===== config.mk =====
export PLATFORM = sky130hd
export DESIGN_NAME = hit_pair_formatter
export DESIGN_NICKNAME = d
export VERILOG_FILES = /design/src/rtl/hpf_pkg.sv /design/src/rtl/hpf_secded_dec.sv /design/src/rtl/hpf_pair_fsm.sv /design/src/rtl/hit_pair_formatter.sv
export SDC_FILE = /design/constraint.sdc
export NUM_CORES = 1
export LEC_CHECK = 0
export ABC_CLOCK_PERIOD_IN_PS = 7450
export BUFFER_PORTS_ARGS = -buffer_cell sky130_fd_sc_hd__buf_2
export CORE_ASPECT_RATIO = 1.5
export CORE_MARGIN = 10
export CORE_UTILIZATION = 47
export CTS_BUF_LIST = sky130_fd_sc_hd__clkbuf_2
export DETAILED_ROUTE_END_ITERATION = 10
export GPL_ROUTABILITY_DRIVEN = 0
export GPL_TIMING_DRIVEN = 0
export PLACE_DENSITY_LB_ADDON = 0.25
export SLEW_MARGIN = 20
export SYNTH_ARGS = -nofsm -noshare
export SYNTH_HDL_FRONTEND = slang
export SYNTH_SLANG_ARGS = --single-unit

===== constraint.sdc =====
create_clock -name clk -period 7.45 [get_ports clk]
set_input_delay 0.745 -clock clk [delete_from_list [all_inputs] [get_ports clk]]
set_output_delay 0.745 -clock clk [all_outputs]
set_load 0.02 [all_outputs]

===== src/rtl/hpf_pkg.sv =====
package hpf_pkg;
    function automatic bit is_pow2(int v);
        return (v != 0) && ((v & (v - 1)) == 0);
    endfunction

    function automatic int calc_chk(int k);
        for (int r = 0; r < 31; r++)
            if ((1 << r) >= k + r + 1) return r;
        return 31;
    endfunction

    localparam int COL_W  = 7;
    localparam int ROW_W  = 9;
    localparam int TOT_W  = 4;
    localparam int DATA_W = COL_W + ROW_W + TOT_W;
    localparam int REC_W  = COL_W + ROW_W + 2 * TOT_W;
    localparam int CHK_W  = calc_chk(DATA_W);
    localparam int HAM_N  = DATA_W + CHK_W;
    localparam int CW_W   = HAM_N + 1;

    // position of data bit idx inside the Hamming word
    function automatic int data_pos(int idx);
        int n = 0;
        for (int p = 1; p <= HAM_N; p++) begin
            if (!is_pow2(p)) begin
                if (n == idx) return p;
                n++;
            end
        end
        return 0;
    endfunction

    typedef struct packed {
        logic [COL_W-1:0] col;
        logic [ROW_W-1:0] row;
        logic [TOT_W-1:0] tot;
    } hit_t;
endpackage


===== src/rtl/hpf_secded_dec.sv =====
module hpf_secded_dec
    import hpf_pkg::*;
(
    input  logic [CW_W-1:0] cw,
    output hit_t            hit,
    output logic            dbl
);
    logic [CHK_W-1:0]  syn;
    logic              par;
    logic              syn_ok;
    logic [CW_W-1:0]   cor;
    logic [DATA_W-1:0] d;

    always_comb begin
        syn = '0;
        for (int i = 1; i <= HAM_N; i++)
            for (int k = 0; k < CHK_W; k++)
                if (((i >> k) & 1) == 1) syn[k] = syn[k] ^ cw[i];
        par    = ^cw;
        syn_ok = int'(syn) <= HAM_N;
        cor    = cw;
        if (par && syn_ok) cor[syn] = ~cw[syn];
        dbl    = (!par && (syn != '0)) || (par && !syn_ok);
    end

    for (genvar j = 0; j < DATA_W; j++) begin : g_extract
        assign d[j] = cor[data_pos(j)];
    end

    assign hit = hit_t'(d);
endmodule


===== src/rtl/hpf_pair_fsm.sv =====
module hpf_pair_fsm
    import hpf_pkg::*;
#(
    parameter logic [TOT_W-1:0] NO_HIT = '1
) (
    input  logic             clk,
    input  logic             rst_n,
    input  logic             in_valid,
    input  logic             in_last,
    input  hit_t             in_hit,
    input  logic             in_bad,
    output logic             in_ready,
    input  logic             out_ready,
    output logic             out_valid,
    output logic [REC_W-1:0] out_data,
    output logic             err_flag
);
    typedef enum logic [1:0] {S_EMPTY, S_HOLD, S_FLUSH} st_e;

    st_e              state, nxt;
    hit_t             pend, pend_nxt;
    logic             load, set_err, can_load, accept, adjacent;
    logic [REC_W-1:0] rec;

    function automatic logic [REC_W-1:0] mk_rec(hit_t lo, logic [TOT_W-1:0] hi);
        return {lo.col, lo.row, lo.tot, hi};
    endfunction

    assign can_load = !out_valid || out_ready;
    assign in_ready = can_load && (state != S_FLUSH);
    assign accept   = in_valid && in_ready;
    assign adjacent = (in_hit.col == pend.col) && (in_hit.row == pend.row + 1'b1);

    always_ff @(posedge clk) begin
        if (!rst_n) state <= S_EMPTY;
        else        state <= nxt;
    end

    always_comb begin
        nxt      = state;
        pend_nxt = pend;
        load     = 1'b0;
        set_err  = 1'b0;
        rec      = '0;
        unique case (state)
            S_EMPTY: if (accept) begin
                if (in_bad) set_err = 1'b1;
                else if (in_last) begin
                    load = 1'b1;
                    rec  = mk_rec(in_hit, NO_HIT);
                end else begin
                    pend_nxt = in_hit;
                    nxt      = S_HOLD;
                end
            end
            S_HOLD: if (accept) begin
                if (in_bad) begin
                    set_err = 1'b1;
                    if (in_last) begin
                        load = 1'b1;
                        rec  = mk_rec(pend, NO_HIT);
                        nxt  = S_EMPTY;
                    end
                end else if (adjacent) begin
                    load = 1'b1;
                    rec  = mk_rec(pend, in_hit.tot);
                    nxt  = S_EMPTY;
                end else begin
                    load     = 1'b1;
                    rec      = mk_rec(pend, NO_HIT);
                    pend_nxt = in_hit;
                    nxt      = in_last ? S_FLUSH : S_HOLD;
                end
            end
            S_FLUSH: if (can_load) begin
                load = 1'b1;
                rec  = mk_rec(pend, NO_HIT);
                nxt  = S_EMPTY;
            end
            default: nxt = S_EMPTY;
        endcase
    end

    always_ff @(posedge clk) begin
        if (!rst_n) begin
            pend      <= '0;
            out_valid <= 1'b0;
            out_data  <= '0;
            err_flag  <= 1'b0;
        end else begin
            pend <= pend_nxt;
            if (load) begin
                out_valid <= 1'b1;
                out_data  <= rec;
            end else if (out_ready) begin
                out_valid <= 1'b0;
            end
            if (set_err) err_flag <= 1'b1;
        end
    end
endmodule


===== src/rtl/hit_pair_formatter.sv =====
module hit_pair_formatter
    import hpf_pkg::*;
#(
    parameter logic [TOT_W-1:0] NO_HIT_CODE = '1
) (
    input  logic             clk,
    input  logic             rst_n,
    input  logic             in_valid,
    output logic             in_ready,
    input  logic [CW_W-1:0]  in_word,
    input  logic             in_last,
    output logic             out_valid,
    input  logic             out_ready,
    output logic [REC_W-1:0] out_data,
    output logic             err_flag
);
    hit_t dec_hit;
    logic dec_dbl;

    hpf_secded_dec u_dec (
        .cw  (in_word),
        .hit (dec_hit),
        .dbl (dec_dbl)
    );

    hpf_pair_fsm #(.NO_HIT(NO_HIT_CODE)) u_fsm (
        .clk       (clk),
        .rst_n     (rst_n),
        .in_valid  (in_valid),
        .in_last   (in_last),
        .in_hit    (dec_hit),
        .in_bad    (dec_dbl),
        .in_ready  (in_ready),
        .out_ready (out_ready),
        .out_valid (out_valid),
        .out_data  (out_data),
        .err_flag  (err_flag)
    );
endmodule


==> run metrics <==
Final setup viols 0; CTS tree built; Site Rows 41; Synth area leaders dfxtp_1, mux2i_1, xnor2_1; clock sinks 48; remaining global-route overflow 0; most common library cells after synthesis nand2_1, dfxtp_1, xnor2_1; later-pin clock latency in the skew report 0.45 ns; crit path launch type input pin; CTS-repair resized insts 0; Syn-to-layout area delta 11.19%; Post-Layout Cell Count 639; drt total wl 12180 um; Netlist cell types 76; final number of hold-violating endpoints 0; Max IR drop VDD 0.2022 mV; DRT antenna net count 0; leading area contributor after synthesis dfxtp_1; slew of the pin with the lowest slew margin 0.9469 ns; Post-synth EDFFs 0; P_leak 1.856 nW; Pwr per Cell Area 337.1 mW/mm2; Syn Std Cell Area 0.004146 mm2; WL/cell 19.07 um; Psw 0.7770 mW; clock slew at reported path FFs 0.21 ns; Worst path slowest cell nor4_4; DRC 0; via count 3871; Starting Density 48.69%; total negative slack 0 ns; crit-path max FO 10; Post-CTS Hold Buffers 0; HP Class reg2reg; final worst-path cycle share 62.34%; post-synthesis sequential area ratio 23.17%; Async SR Flop Fraction 0%; vias per cell 6.058; critical path cell sequence buf_2, xor3_2, xnor2_2, xnor2_1, xnor2_2, mux2i_1, o22ai_1, nor4_4, or4b_4, o211ai_2, nor4_4, a211oi_4, buf_8, mux2i_1; top-count cell post-synth nand2_1; internal power 0.7773 mW; first-pass GRT wire length 19790 um; die width 96.69 um; Max Cap Viol 0; Slew headroom 36.05%; YS warnings 0; gr usage total 17.95%; WP data arrival 5.02 ns; clk buf depth 2; Clock power frac 9.1%; Setup CP Type in2reg; nets@finish 563; Synth Register Bits 48; largest net degree at the start of global routing 15; cts bufs inserted 5; PortBufs 53; Post-CTS Setup Bufs 0; critical path required time 7.83 ns; outcome finished clean; Most used DFF post-synth dfxtp_1; die area 0.01306 mm2; max-slew violation count 0; unrepaired setup endpoints after global routing no; post-synth top area share 23.17%; Critical Path Max Stage Delay 0.62 ns; Syn Nets 503; Mapped Cells 471; Die Ht 135.0 um; layout cell share with drive strength beyond 1 21.62%; fin crit period 4.644 ns; FMAX 215.3 MHz; DP Wirelength 9809 um; initial antenna violation count 0; Comb pwr share 67.4%; placed cells 631; H-tree levels 2; Crit path max-delay family XOR/XNOR gates; syn_area_per_cell 8.804 um2; Sequential Power Share 23.5%; number of I/O pins 58; Root Buffer clkbuf_2; n_diodes 0; Sw Share 49.99%; vias in the first global route 4008; Core Area 0.008516 mm2; worst clock skew 0.02602 ns; 1st-iter DRT viols 331; Critical path buffers and inverters 2; Initial DRT Pass Iterations 7; Critical Path Sink Type flip-flop
-- cells by family after synthesis --
logic type	share of synthesized area [%]
buf+inv	3.771
flops	23.17
fa+ha+maj	0.7845
compound gates	18.29
simple gates	21.06
xor+xnor	21.48
mux	11.44
-- metal layers --
layer	track usage [%]	wire length, um	up-vias
li1	-	-	1864
met1	18.95	4737	1834
met2	33.42	6371	144
met3	2.962	630	29
met4	8.882	444	0
met5	0	0	-
-- area by class of cell --
class,count,area [um2]
plain buffers,26,137.6
flip-flops and latches,48,960.9
clock buffers,6,30.03
repair buffers,53,265.3
multi-input cells,392,3029
inverters,5,18.77
fillers,836,3905
well taps,107,133.9
clock inverters,2,35.03
-- sequential cells by signal, indices dropped and copies added, names as in the netlist --
name and cells:
u_fsm.pend 20, u_fsm.out_data 24, u_fsm.out_valid 1, u_fsm.err_flag 1
u_fsm.state 2
-- worst paths after layout --
kind         slack [ns]                       start  cells past startpoint                         end
min reg2reg        0.48  u_fsm.pend[3]$_SDFFE_PN0P_                      2  u_fsm.pend[3]$_SDFFE_PN0P_
max                2.81                  in_word[1]                     14  u_fsm.pend[2]$_SDFFE_PN0P_
min                0.48  u_fsm.pend[3]$_SDFFE_PN0P_                      2  u_fsm.pend[3]$_SDFFE_PN0P_
max reg2reg        4.37  u_fsm.pend[4]$_SDFFE_PN0P_                     10  u_fsm.pend[2]$_SDFFE_PN0P_
-- worst reg2reg max path, cell delays in order (launching register included) --
cell and delay [ns]:
dfxtp_1 0.49, ha_1 0.28, nand4_1 0.15, xnor2_1 0.16, a21o_1 0.16, a2111oi_0 0.47, nand4_1 0.20, nor4_4 0.50
a211oi_4 0.21, buf_8 0.20, mux2i_1 0.16
-- power groups by stage --
stage               sequential (mW)  clock [mW]  combinational [mW]
global route                  0.373       0.156                1.13
floorplan                     0.401           0               0.750
global placement              0.368           0                1.02
finish                        0.365       0.142                1.05
CTS                           0.364       0.148                1.04
detailed placement            0.370           0                1.03
-- stage by stage --
stage / worst slack (ns) / utilization (%) / power (mW) / instance area (um2) / hold WS, ns
6_report: 2.806 / 54.14 / 1.554 / 4611 / 0.4791
3_3_place_gp: 2.533 / 53.38 / 1.387 / 4546 / 0.4429
2_1_floorplan: 3.166 / - / 1.151 / 4146 / 0.4344
3_5_place_dp: 2.462 / 53.38 / 1.403 / 4546 / 0.4536
4_1_cts: 2.901 / 54.14 / 1.551 / 4611 / 0.4790
5_1_grt: 2.654 / 54.14 / 1.655 / 4611 / 0.4960
-- cell usage in the layout (no fill, tap or decap), types with 12 or more instances in the layout --
| cell type | Yosys | routed |
|---|---|---|
| a222oi_1 | 19 | 19 |
| buf_2 | 5 | 58 |
| clkbuf_1 | 15 | 15 |
| dfxtp_1 | 48 | 48 |
| mux2i_1 | 35 | 35 |
| nand2_1 | 62 | 62 |
| nand3_1 | 12 | 12 |
| nor2_1 | 37 | 37 |
| o21ai_0 | 19 | 19 |
| xnor2_1 | 39 | 39 |
| xor2_1 | 19 | 19 |
(Power assumes the default switching activity.)
